**config.mk**
```make
export PLATFORM = sky130hd
export DESIGN_NAME = gbe_idle_rewriter
export DESIGN_NICKNAME = d
export VERILOG_FILES = /design/src/rtl/gbe_idle_pkg.sv /design/src/rtl/idle_preamble_ctr.sv /design/src/rtl/idle_comma_tracker.sv /design/src/rtl/idle_substitute.sv /design/src/rtl/gbe_idle_rewriter.sv
export SDC_FILE = /design/constraint.sdc
export NUM_CORES = 1
export LEC_CHECK = 0
export BUFFER_PORTS_ARGS = -buffer_cell sky130_fd_sc_hd__buf_4
export CAP_MARGIN = 20
export CORE_AREA = 5 5 46 48
export DETAILED_ROUTE_END_ITERATION = 12
export DIE_AREA = 0 0 51 53
export HOLD_SLACK_MARGIN = 0.06
export SLEW_MARGIN = 20
export SYNTH_ARGS = -nofsm -noshare
export SYNTH_HDL_FRONTEND = slang
export SYNTH_SLANG_ARGS = --single-unit
```
**constraint.sdc**
```tcl
create_clock -name clk -period 3.1 [get_ports clk]
set_input_delay 0.155 -clock clk [delete_from_list [all_inputs] [get_ports clk]]
set_output_delay 0.155 -clock clk [all_outputs]
set_load 0.005 [all_outputs]
```
**src/rtl/gbe_idle_pkg.sv**
```systemverilog
package gbe_idle_pkg;

   localparam int CG_W = 8;

   typedef struct packed {
      logic            ctl;
      logic [CG_W-1:0] code;
   } cgrp_t;

   localparam logic [CG_W-1:0] COMMA_CODE = 8'hBC;  // K28.5
   localparam logic [CG_W-1:0] IDLE1_DATA = 8'hC5;  // D5.6
   localparam logic [CG_W-1:0] IDLE2_DATA = 8'h50;  // D16.2

   // data bytes that mark a configuration ordered set after a comma
   localparam int                   N_CFG     = 2;
   localparam logic [N_CFG*CG_W-1:0] CFG_CODES = {8'h42, 8'hB5};

   localparam cgrp_t COMMA_GRP = '{ctl: 1'b1, code: COMMA_CODE};

   function automatic logic is_comma(cgrp_t g);
      return g.ctl && (g.code == COMMA_CODE);
   endfunction

endpackage

```
**src/rtl/idle_preamble_ctr.sv**
```systemverilog
module idle_preamble_ctr #(
   parameter int PREAMBLE_LEN = 3
) (
   input  logic clk,
   input  logic tx_rst,
   output logic done
);
   localparam int CNT_W = $clog2(PREAMBLE_LEN + 1);
   localparam logic [CNT_W-1:0] LAST = CNT_W'(PREAMBLE_LEN);

   generate
      if (PREAMBLE_LEN < 3) begin : g_len_bad
         $error("idle_preamble_ctr: PREAMBLE_LEN must be at least 3");
      end
   endgenerate

   logic [CNT_W-1:0] cnt;

   always_ff @(posedge clk) begin
      if (tx_rst)
         cnt <= '0;
      else if (cnt != LAST)
         cnt <= cnt + 1'b1;
   end

   assign done = (cnt == LAST);

   // once released, hold-off never returns without a reset
   assert_ready_sticky_R2: assert property (@(posedge clk) disable iff (tx_rst)
      done |=> done);

endmodule

```
**src/rtl/idle_comma_tracker.sv**
```systemverilog
module idle_comma_tracker
   import gbe_idle_pkg::*;
(
   input  logic  clk,
   input  logic  tx_rst,
   input  logic  accept,
   input  cgrp_t grp,
   input  logic  rd_pos,
   output logic  armed,
   output logic  rd_before_pos
);
   always_ff @(posedge clk) begin
      if (tx_rst) begin
         armed         <= 1'b0;
         rd_before_pos <= 1'b0;
      end else if (accept) begin
         armed <= is_comma(grp);
         if (is_comma(grp))
            rd_before_pos <= rd_pos;
      end
   end

   // nothing presented during hold-off can arm a rewrite
   assert_no_arm_in_holdoff_R10: assert property (@(posedge clk) disable iff (tx_rst)
      !accept |=> !armed);

endmodule

```
**src/rtl/idle_substitute.sv**
```systemverilog
module idle_substitute
   import gbe_idle_pkg::*;
(
   input  cgrp_t grp_in,
   input  logic  armed,
   input  logic  rd_before_pos,
   output cgrp_t grp_out
);
   logic [N_CFG-1:0] cfg_hit;

   generate
      for (genvar i = 0; i < N_CFG; i++) begin : g_cfg
         assign cfg_hit[i] = !grp_in.ctl && (grp_in.code == CFG_CODES[i*CG_W +: CG_W]);
      end
   endgenerate

   always_comb begin
      grp_out = grp_in;
      if (armed && !grp_in.ctl && !(|cfg_hit))
         grp_out.code = rd_before_pos ? IDLE1_DATA : IDLE2_DATA;
   end

   // control code groups leave this stage untouched
   always_comb begin
      if (grp_in.ctl)
         assert_ctl_untouched_R7: assert (grp_out == grp_in);
   end

endmodule

```
**src/rtl/gbe_idle_rewriter.sv**
```systemverilog
module gbe_idle_rewriter
   import gbe_idle_pkg::*;
#(
   parameter int PREAMBLE_LEN = 3
) (
   input  logic       clk,
   input  logic       tx_rst,
   input  logic [7:0] in_code,
   input  logic       in_ctl,
   input  logic       rd_pos,
   output logic       in_ready,
   output logic [7:0] out_code,
   output logic       out_ctl
);
   generate
      if (CG_W != 8) begin : g_width_bad
         $error("gbe_idle_rewriter: code group width must be 8");
      end
   endgenerate

   cgrp_t in_grp, sub_grp, out_q;
   logic  armed, rd_before_pos, ready;

   assign in_grp = '{ctl: in_ctl, code: in_code};

   idle_preamble_ctr #(.PREAMBLE_LEN(PREAMBLE_LEN)) i_ctr (
      .clk    (clk),
      .tx_rst (tx_rst),
      .done   (ready)
   );

   idle_comma_tracker i_trk (
      .clk           (clk),
      .tx_rst        (tx_rst),
      .accept        (ready),
      .grp           (in_grp),
      .rd_pos        (rd_pos),
      .armed         (armed),
      .rd_before_pos (rd_before_pos)
   );

   idle_substitute i_sub (
      .grp_in        (in_grp),
      .armed         (armed),
      .rd_before_pos (rd_before_pos),
      .grp_out       (sub_grp)
   );

   always_ff @(posedge clk) begin
      if (tx_rst || !ready)
         out_q <= COMMA_GRP;
      else
         out_q <= sub_grp;
   end

   assign in_ready = ready;
   assign out_code = out_q.code;
   assign out_ctl  = out_q.ctl;

   // port-level views for the properties below
   logic comma_at_in, cfg_at_in, plain_at_in;
   assign comma_at_in = in_ctl && (in_code == 8'hBC);
   assign cfg_at_in   = !in_ctl && ((in_code == 8'hB5) || (in_code == 8'h42));
   assign plain_at_in = !in_ctl && !cfg_at_in;

   assert_rst_comma_R1: assert property (@(posedge clk)
      tx_rst |=> (out_ctl && out_code == 8'hBC && !in_ready));

   assert_holdoff_comma_R2: assert property (@(posedge clk) disable iff (tx_rst)
      !in_ready |=> (out_ctl && out_code == 8'hBC));

   assert_idle1_R4: assert property (@(posedge clk) disable iff (tx_rst)
      (in_ready && comma_at_in && rd_pos) ##1 (in_ready && plain_at_in)
      |=> (!out_ctl && out_code == 8'hC5));

   assert_idle2_R5: assert property (@(posedge clk) disable iff (tx_rst)
      (in_ready && comma_at_in && !rd_pos) ##1 (in_ready && plain_at_in)
      |=> (!out_ctl && out_code == 8'h50));

   assert_cfg_pass_R6: assert property (@(posedge clk) disable iff (tx_rst)
      (in_ready && comma_at_in) ##1 (in_ready && cfg_at_in)
      |=> (!out_ctl && out_code == $past(in_code)));

   assert_ctl_pass_R7: assert property (@(posedge clk) disable iff (tx_rst)
      (in_ready && in_ctl) |=> (out_ctl && out_code == $past(in_code)));

   assert_no_rewrite_R8: assert property (@(posedge clk) disable iff (tx_rst)
      (in_ready && !comma_at_in) ##1 (in_ready && !in_ctl)
      |=> (!out_ctl && out_code == $past(in_code)));

endmodule

```
**Word-level counts from Yosys, hierarchy flattened**

Index checks and enable logic that the tools add are counted.
Widths: inputs -> output; s select.

- Register bits after elaboration: 13
- Input port bits: 12

- Add/sub/neg operators: 1
- Eq/ne operators: 5
- Mux-type cells: 2
- Reductions and logical operators: 11

Operator list:

| cell | count |
|---|---|
| $eq 8x8->1 const B | 2 |
| $mux 8 | 2 |
| $eq 8x7->1 const B | 1 |
| $logic_and 1x1->1 | 5 |
| $logic_not 1->1 | 3 |
| $add 2x1->2 const B | 1 |
| $eq 2x2->1 const B | 1 |
| $ne 2x2->1 const B | 1 |
| $reduce_and 2->1 | 1 |
| $reduce_or 2->1 | 1 |
| $logic_or 1x1->1 | 1 |

**Longest topological paths before layout**

Gate-level depths: netlist of run 1.

- Depth in word-level cells: 6
- Gate-level depth with buffers: 5
- Mapped depth without buffers: 5

**Cells and area by module**

A second synthesis of run 1 with hierarchy kept.

- Cells, all modules: 53
- Area, all modules: 651.9 µm²

By module, submodules not included:

| module | times used | cells an instance | area each (µm²) |
|---|---|---|---|
| gbe_idle_rewriter | 1 | 18 | 262.8 |
| idle_substitute | 1 | 17 | 160.2 |
| idle_comma_tracker | 1 | 10 | 137.6 |
| idle_preamble_ctr | 1 | 8 | 91.3 |

**Worst setup path after synthesis of run 1**

No wires, ideal clock.

- Path kind: reg2reg
- Start point: register i_ctr.cnt[0]
- End point: register out_q (netlist bit out_code[0])
- Setup time: 0.059 ns
- Arrival: 1.283 ns
- Data required time: 3.041 ns
- Path slack: 1.758 ns
- Stages on the path, launching flop included: 6
- Buffers on the path: 0
- Clock period less this slack: 1.342 ns
- Path through: dfxtp_1 -> ha_1 -> nor2b_1 -> nand2_1 -> nor3_1 -> a31o_1

- Word-level cells in the longest chain between the ends: 3

Ends and longest elaborated chain:

| element | RTL line | source |
|---|---|---|
| start: declaration | idle_preamble_ctr.sv:17 | `logic [CNT_W-1:0] cnt;` |
| start signal: assignment | idle_preamble_ctr.sv:23 | `cnt <= cnt + 1'b1;` |
| $eq 2x2->1 | idle_preamble_ctr.sv:26 | `assign done = (cnt == LAST);` |
| net in_ready | gbe_idle_rewriter.sv:11 | `output logic in_ready,` |
| $logic_not 1->1 | gbe_idle_rewriter.sv:50 | `if (tx_rst \|\| !ready)` |
| $logic_or 1x1->1 | gbe_idle_rewriter.sv:50 |  |
| end signal: assignment | gbe_idle_rewriter.sv:53 | `out_q <= sub_grp;` |
| end: declaration | gbe_idle_rewriter.sv:21 | `cgrp_t in_grp, sub_grp, out_q;` |

The timed path passes the listed nets, and every way through them passes these cells.
A chain may end at the register's enable or synchronous reset.

**Worst setup path after layout of run 1**

- Start point: register i_ctr.cnt[0]
- End point: register out_q (netlist bit out_code[0])

- Word-level cells in the longest chain between the ends: 3

Ends and longest elaborated chain:

| element | RTL line |
|---|---|
| $eq 2x2->1 | idle_preamble_ctr.sv:26 |
| $logic_not 1->1 | gbe_idle_rewriter.sv:50 |
| $logic_or 1x1->1 | gbe_idle_rewriter.sv:50 |

Every way passes these cells.

==> impl_metrics.json, run 1 <==
{
  "synth_xor_xnor_area_share_pct": 1.61,
  "synth_top_family_by_area": "simple AND/OR/NAND/NOR gates",
  "grt_pass1_wl_um": 2020,
  "pre_cts_ws_ns": 1.61,
  "end_kind": "register",
  "dpl.hpwl_um": 996,
  "async_flop_share_pct": 0,
  "finalNetCount": 92,
  "fin_worst_skew_ns": 0.0116,
  "synth_edf_count": 0,
  "clk_pin_slew_ns": 0.09,
  "core_area_um2": 1670,
  "firstDrtPassIters": 4,
  "fin_crit_sh_pct": 49.1,
  "synth-seq-area-share_pct": 47.9,
  "synth-simple-area-share_pct": 32.7,
  "cts_root_buf": "clkbuf_4",
  "drc": 0,
  "maxCapViolCount": 0,
  "viasPerCell": 5.11,
  "synth-compound-area-share_pct": 9.22,
  "p_total_w": 0.000338,
  "peakVddDrop_v": 0.000255,
  "syn_nets": 66,
  "finalSetupViolCount": 0,
  "r2r_setup_slack_ns": 1.58,
  "clk-insertion-delay-late_ns": 0.28,
  "track_usage_pct": 10.2,
  "final_layout_size_suffix_gt1_share_pct": 37.2,
  "met3_usage_pct": 3.38,
  "row_count": 15,
  "critical_path_required_ns": 3.31,
  "hold_buffers": 0,
  "io_pins": 22,
  "drt_iter0_markers": 10,
  "post_cts_buffers": 0,
  "p_leak_nw": 0.316,
  "synth_cells": 53,
  "antenna_found_initial": 0,
  "wl_per_cell_um": 13.3,
  "final.setup.worst_slack_ns": 1.58,
  "cts_resized": 0,
  "status": "finished clean",
  "cp.arrival_ns": 1.73,
  "synth.distinct_cells": 24,
  "io_buffers": 21,
  "clock.fmax_mhz": 657,
  "start_util_pct": 32.5,
  "syn_area_um2": 543,
  "hp-class": "primary input to register",
  "worst_pin_slew_ns": 0.476,
  "slew_violations": 0,
  "r2r_end": "out_code[0]",
  "timing.rr.start": "i_ctr.cnt[0]",
  "fin_crit_ns": 1.52,
  "via_count": 485,
  "met2_usage_pct": 14.6,
  "crit_start": "i_ctr.cnt[0]",
  "synth_mux_area_share_pct": 5.53,
  "grt_pass1_vias": 437,
  "worstSetupPathType": "register to register",
  "min_to": "i_trk.armed",
  "ys_ff_latch": 13,
  "grt_overflow": 0,
  "syn2layout_area_growth_pct": 37.8,
  "rsz0062_at_grt": "false",
  "slew-limit-headroom_pct": 67.8,
  "antenna_cells": 0,
  "wl_um": 1270,
  "die_y_um": 53,
  "cts_buffer_depth": 2,
  "top_usage_layer": "met2",
  "dieArea_um2": 2700,
  "hp-start": "tx_rst",
  "tns_ns": 0,
  "power-per-cell-area_nw_per_um2": 452,
  "cts_made_buffers": 3,
  "gp_congestion": 0.820,
  "ys_warn_count": 0,
  "met1_usage_pct": 13.4,
  "dieWidth_um": 51,
  "cts.sinks": 13,
  "yosys_most_used_dff": "dfxtp_1",
  "grt_max_degree": 8,
  "hold_viol_final": 0,
  "startpoint_type": "register",
  "dp_cells": 91,
  "final-instance-count-excl-fill": 95,
  "ant_nets": 0,
  "crit_fanout": 7,
  "hold_depth": 2,
  "ctsHtreeMaxLevel": 1,
  "rr_worst_depth": 5,
  "synthAdderAreaFrac_pct": 2.30,
  "cts_tree": "done",
  "syn_area_per_cell_um2": 10.2
}
[layout by cell type (no fill, tap or decap), types with 2 or more instances in the layout]
| master | n |
|---|---|
| buf_4 | 21 |
| dfxtp_1 | 13 |
| nor2_1 | 10 |
| nand2_1 | 4 |
| nor3_1 | 3 |
| mux2i_1 | 3 |
| clkbuf_4 | 3 |
| nand2b_1 | 2 |
[how the worst max path moves through the flow]
stage / endpoint / slack (ns) / cells past startpoint
2_1_floorplan: out_code[0] / 1.76 / 5
3_3_place_gp: out_code[0] / 1.67 / 5
3_5_place_dp: out_code[0] / 1.61 / 5
4_1_cts: out_code[0] / 1.57 / 5
5_1_grt: out_code[0] / 1.34 / 5
6_report: out_code[0] / 1.58 / 5
[kinds of logic after synthesis]
kind of cell    Yosys count
buf+inv                   1
compound gates            6
fa+ha+maj                 1
simple gates             28
flops                    13
mux                       3
xor+xnor                  1
[critical path, cell delays in order, from the launching register on]
cell	delay [ns]
dfxtp_1	0.36
ha_1	0.31
nor2b_1	0.39
nand2_1	0.09
nor3_1	0.19
a31o_1	0.12
[Yosys cell counts, drive strengths merged (3+ instances only)]
| master | number | area (um^2) |
|---|---|---|
| nor3 | 4 | 25.0 |
| nor2 | 10 | 37.5 |
| dfxtp | 13 | 260 |
| nand2 | 4 | 15.0 |
| nand2b | 3 | 21.3 |
| mux2i | 3 | 30.0 |
[power breakdown]
part	leakage, nW	internal [W]	switching, W
logic	0.196	0.0000286	0.0000244
registers	0.106	0.000177	0.00000417
clock network	0.0150	0.0000498	0.0000546
[state kept, by name, indices dropped and copies added (netlist names)]
signal,cells
i_trk.rd_before_pos,1
out_code,8
out_ctl,1
i_trk.armed,1
i_ctr.cnt,2
[stage by stage]
step                      hold slack (ns)  area (um^2)  util, %
after detailed placement            0.367          722     43.2
after global routing               0.0635          748     44.8
after floorplan                     0.227          543        -
after global placement              0.365          722     43.2
after CTS                          0.0686          748     44.8
final                              0.0698          748     44.8
[routing by layer]
metal	vias up	wire [um]
met5	-	0
met4	0	27
met3	5	99
met2	21	537
met1	221	601
li1	238	-
[final cells by class]
type / count / area [um^2]
Tap cell: 17 / 21.3
Multi-Input combinational cell: 39 / 279
Clock buffer: 4 / 26.3
Inverter: 1 / 3.75
Sequential cell: 13 / 260
Fill cell: 168 / 922
Timing Repair Buffer: 21 / 158
Note: power is estimated with default switching activity, not from simulation.
==> inputs of run 2 (changes only) <==
- clock period: 3.1 -> 1.5 ns (I/O delays scaled with it)
==> impl_metrics.json, run 2 (same netlist as run 1, synthesis figures left out) <==
{
  "wl_per_cell_um": 12.7,
  "cts.sinks": 13,
  "rr_worst_depth": 5,
  "finalNetCount": 102,
  "final_layout_size_suffix_gt1_share_pct": 35.2,
  "hold_depth": 3,
  "peakVddDrop_v": 0.000533,
  "p_int_w": 0.000548,
  "clk-insertion-delay-late_ns": 0.28,
  "clk_pin_slew_ns": 0.07,
  "firstDrtPassIters": 3,
  "cts_tree": "done",
  "drt_iter0_markers": 9,
  "dieArea_um2": 2700,
  "via_count": 501,
  "dpl.hpwl_um": 982,
  "grt_overflow": 0,
  "hold_viol_final": 0,
  "critical_path_required_ns": 1.68,
  "post_cts_buffers": 0,
  "fin_crit_ns": 1.36,
  "cts_made_buffers": 3,
  "antenna_found_initial": 0,
  "die_y_um": 53,
  "seqPwrFrac_pct": 51.5,
  "final_common_cell": "buf_4",
  "final-instance-count-excl-fill": 105,
  "worstSetupPathType": "primary input to register",
  "grt_pass1_vias": 448,
  "fin_crit_sh_pct": 90.5,
  "syn2layout_area_growth_pct": 56.9,
  "cts_buffer_depth": 2,
  "dp_cells": 93,
  "startpoint_type": "primary input",
  "tns_ns": 0,
  "switching_share_pct": 24.7,
  "fin_worst_skew_ns": 0.00128,
  "grt_max_degree": 8,
  "cts_root_buf": "clkbuf_4",
  "maxCapViolCount": 0,
  "hp-start": "in_code[7]",
  "clock.fmax_mhz": 736,
  "timing.rr.start": "i_ctr.cnt[0]",
  "status": "finished clean",
  "regArea_um2": 260,
  "p_total_w": 0.000727,
  "n_fill_cell": 146,
  "crit_fanout": 4,
  "p_comb_share_pct": 18.7,
  "top_usage_layer": "met1",
  "p_leak_nw": 0.362,
  "slew-limit-headroom_pct": 68.6,
  "met2_usage_pct": 14.4,
  "clkPwrFrac_pct": 29.8,
  "power-per-cell-area_nw_per_um2": 854,
  "viasPerCell": 4.77,
  "min_to": "out_code[7]",
  "multi_input_area_um2": 288,
  "grt_pass1_wl_um": 2130,
  "rsz0062_at_grt": "false",
  "worst_pin_slew_ns": 0.465,
  "row_count": 15,
  "gp_congestion": 0.781,
  "met3_usage_pct": 4.23,
  "cp.arrival_ns": 1.53,
  "dieWidth_um": 51,
  "start_util_pct": 32.5,
  "ctsHtreeMaxLevel": 1,
  "io_pins": 22,
  "r2r_end": "i_trk.rd_before_pos",
  "slew_violations": 0,
  "wl_um": 1330,
  "drc": 0,
  "io_buffers": 21,
  "end_kind": "register",
  "met1_usage_pct": 14.8,
  "antenna_cells": 0,
  "ant_nets": 0,
  "track_usage_pct": 11.0,
  "core_area_um2": 1670,
  "mostFrequentLayoutCells": "buf_4, dfxtp_1, nor2_1",
  "r2r_setup_slack_ns": 0.20,
  "largest_reg_flops": 8,
  "p_sw_w": 0.000180,
  "hp-class": "primary input to register",
  "whs_ns": 0.0805,
  "finalSetupViolCount": 0
}
-- run 2: through the flow --
step | setup slack [ns] | area, um^2 | util, %
2_1_floorplan | 0.158 | 543 | -
3_3_place_gp | 0.208 | 737 | 44.1
3_5_place_dp | 0.227 | 737 | 44.1
4_1_cts | 0.109 | 843 | 50.5
5_1_grt | 0.0605 | 852 | 51.0
6_report | 0.142 | 852 | 51.0
-- run 2: critical path, stage by stage --
cell	delay, ns
dlygate4sd3_1	0.55
buf_4	0.17
nor4_4	0.28
a211o_1	0.20
nor3_1	0.07
a31o_1	0.19
-- run 2: worst max path at each step --
stage	start	endpoint	slack, ns	cells after the start
2_1_floorplan	i_ctr.cnt[0]	out_code[0]	0.16	5
3_3_place_gp	i_ctr.cnt[0]	i_trk.rd_before_pos	0.21	5
3_5_place_dp	i_ctr.cnt[0]	i_trk.rd_before_pos	0.23	5
4_1_cts	in_code[3]	out_code[0]	0.11	6
5_1_grt	in_code[3]	out_code[2]	0.06	6
6_report	in_code[3]	out_code[0]	0.14	6
-- run 2: final cells by class --
class                      count  area share [%]
clock buffer                   4            3.08
inverter                       1           0.441
multi-input combinational     39            33.8
sequential                    13            30.5
tap                           17            2.50
timing repair buffer          31            29.7
-- run 2: power by group through the flow --
stage / combinational (W) / sequential, W / clock (W)
3_5_place_dp: 0.000116 / 0.000382 / 0
4_1_cts: 0.000133 / 0.000375 / 0.000228
5_1_grt: 0.000151 / 0.000376 / 0.000241
2_1_floorplan: 0.0000503 / 0.000382 / 0
6_report: 0.000136 / 0.000374 / 0.000217
3_3_place_gp: 0.000116 / 0.000382 / 0
-- run 2: what timing repair did --
| action | in CTS | in global routing |
|---|---|---|
| hold buffers | 8 | 0 |
| setup endpoints to repair | 0 | 1 |
| hold endpoints to repair | 10 | 0 |
| gates resized for setup | 0 | 1 |
-- run 2: routing by layer --
layer	vias up	wire, um
met5	-	0
met4	0	33
met3	5	109
met2	19	529
met1	220	659
li1	257	-
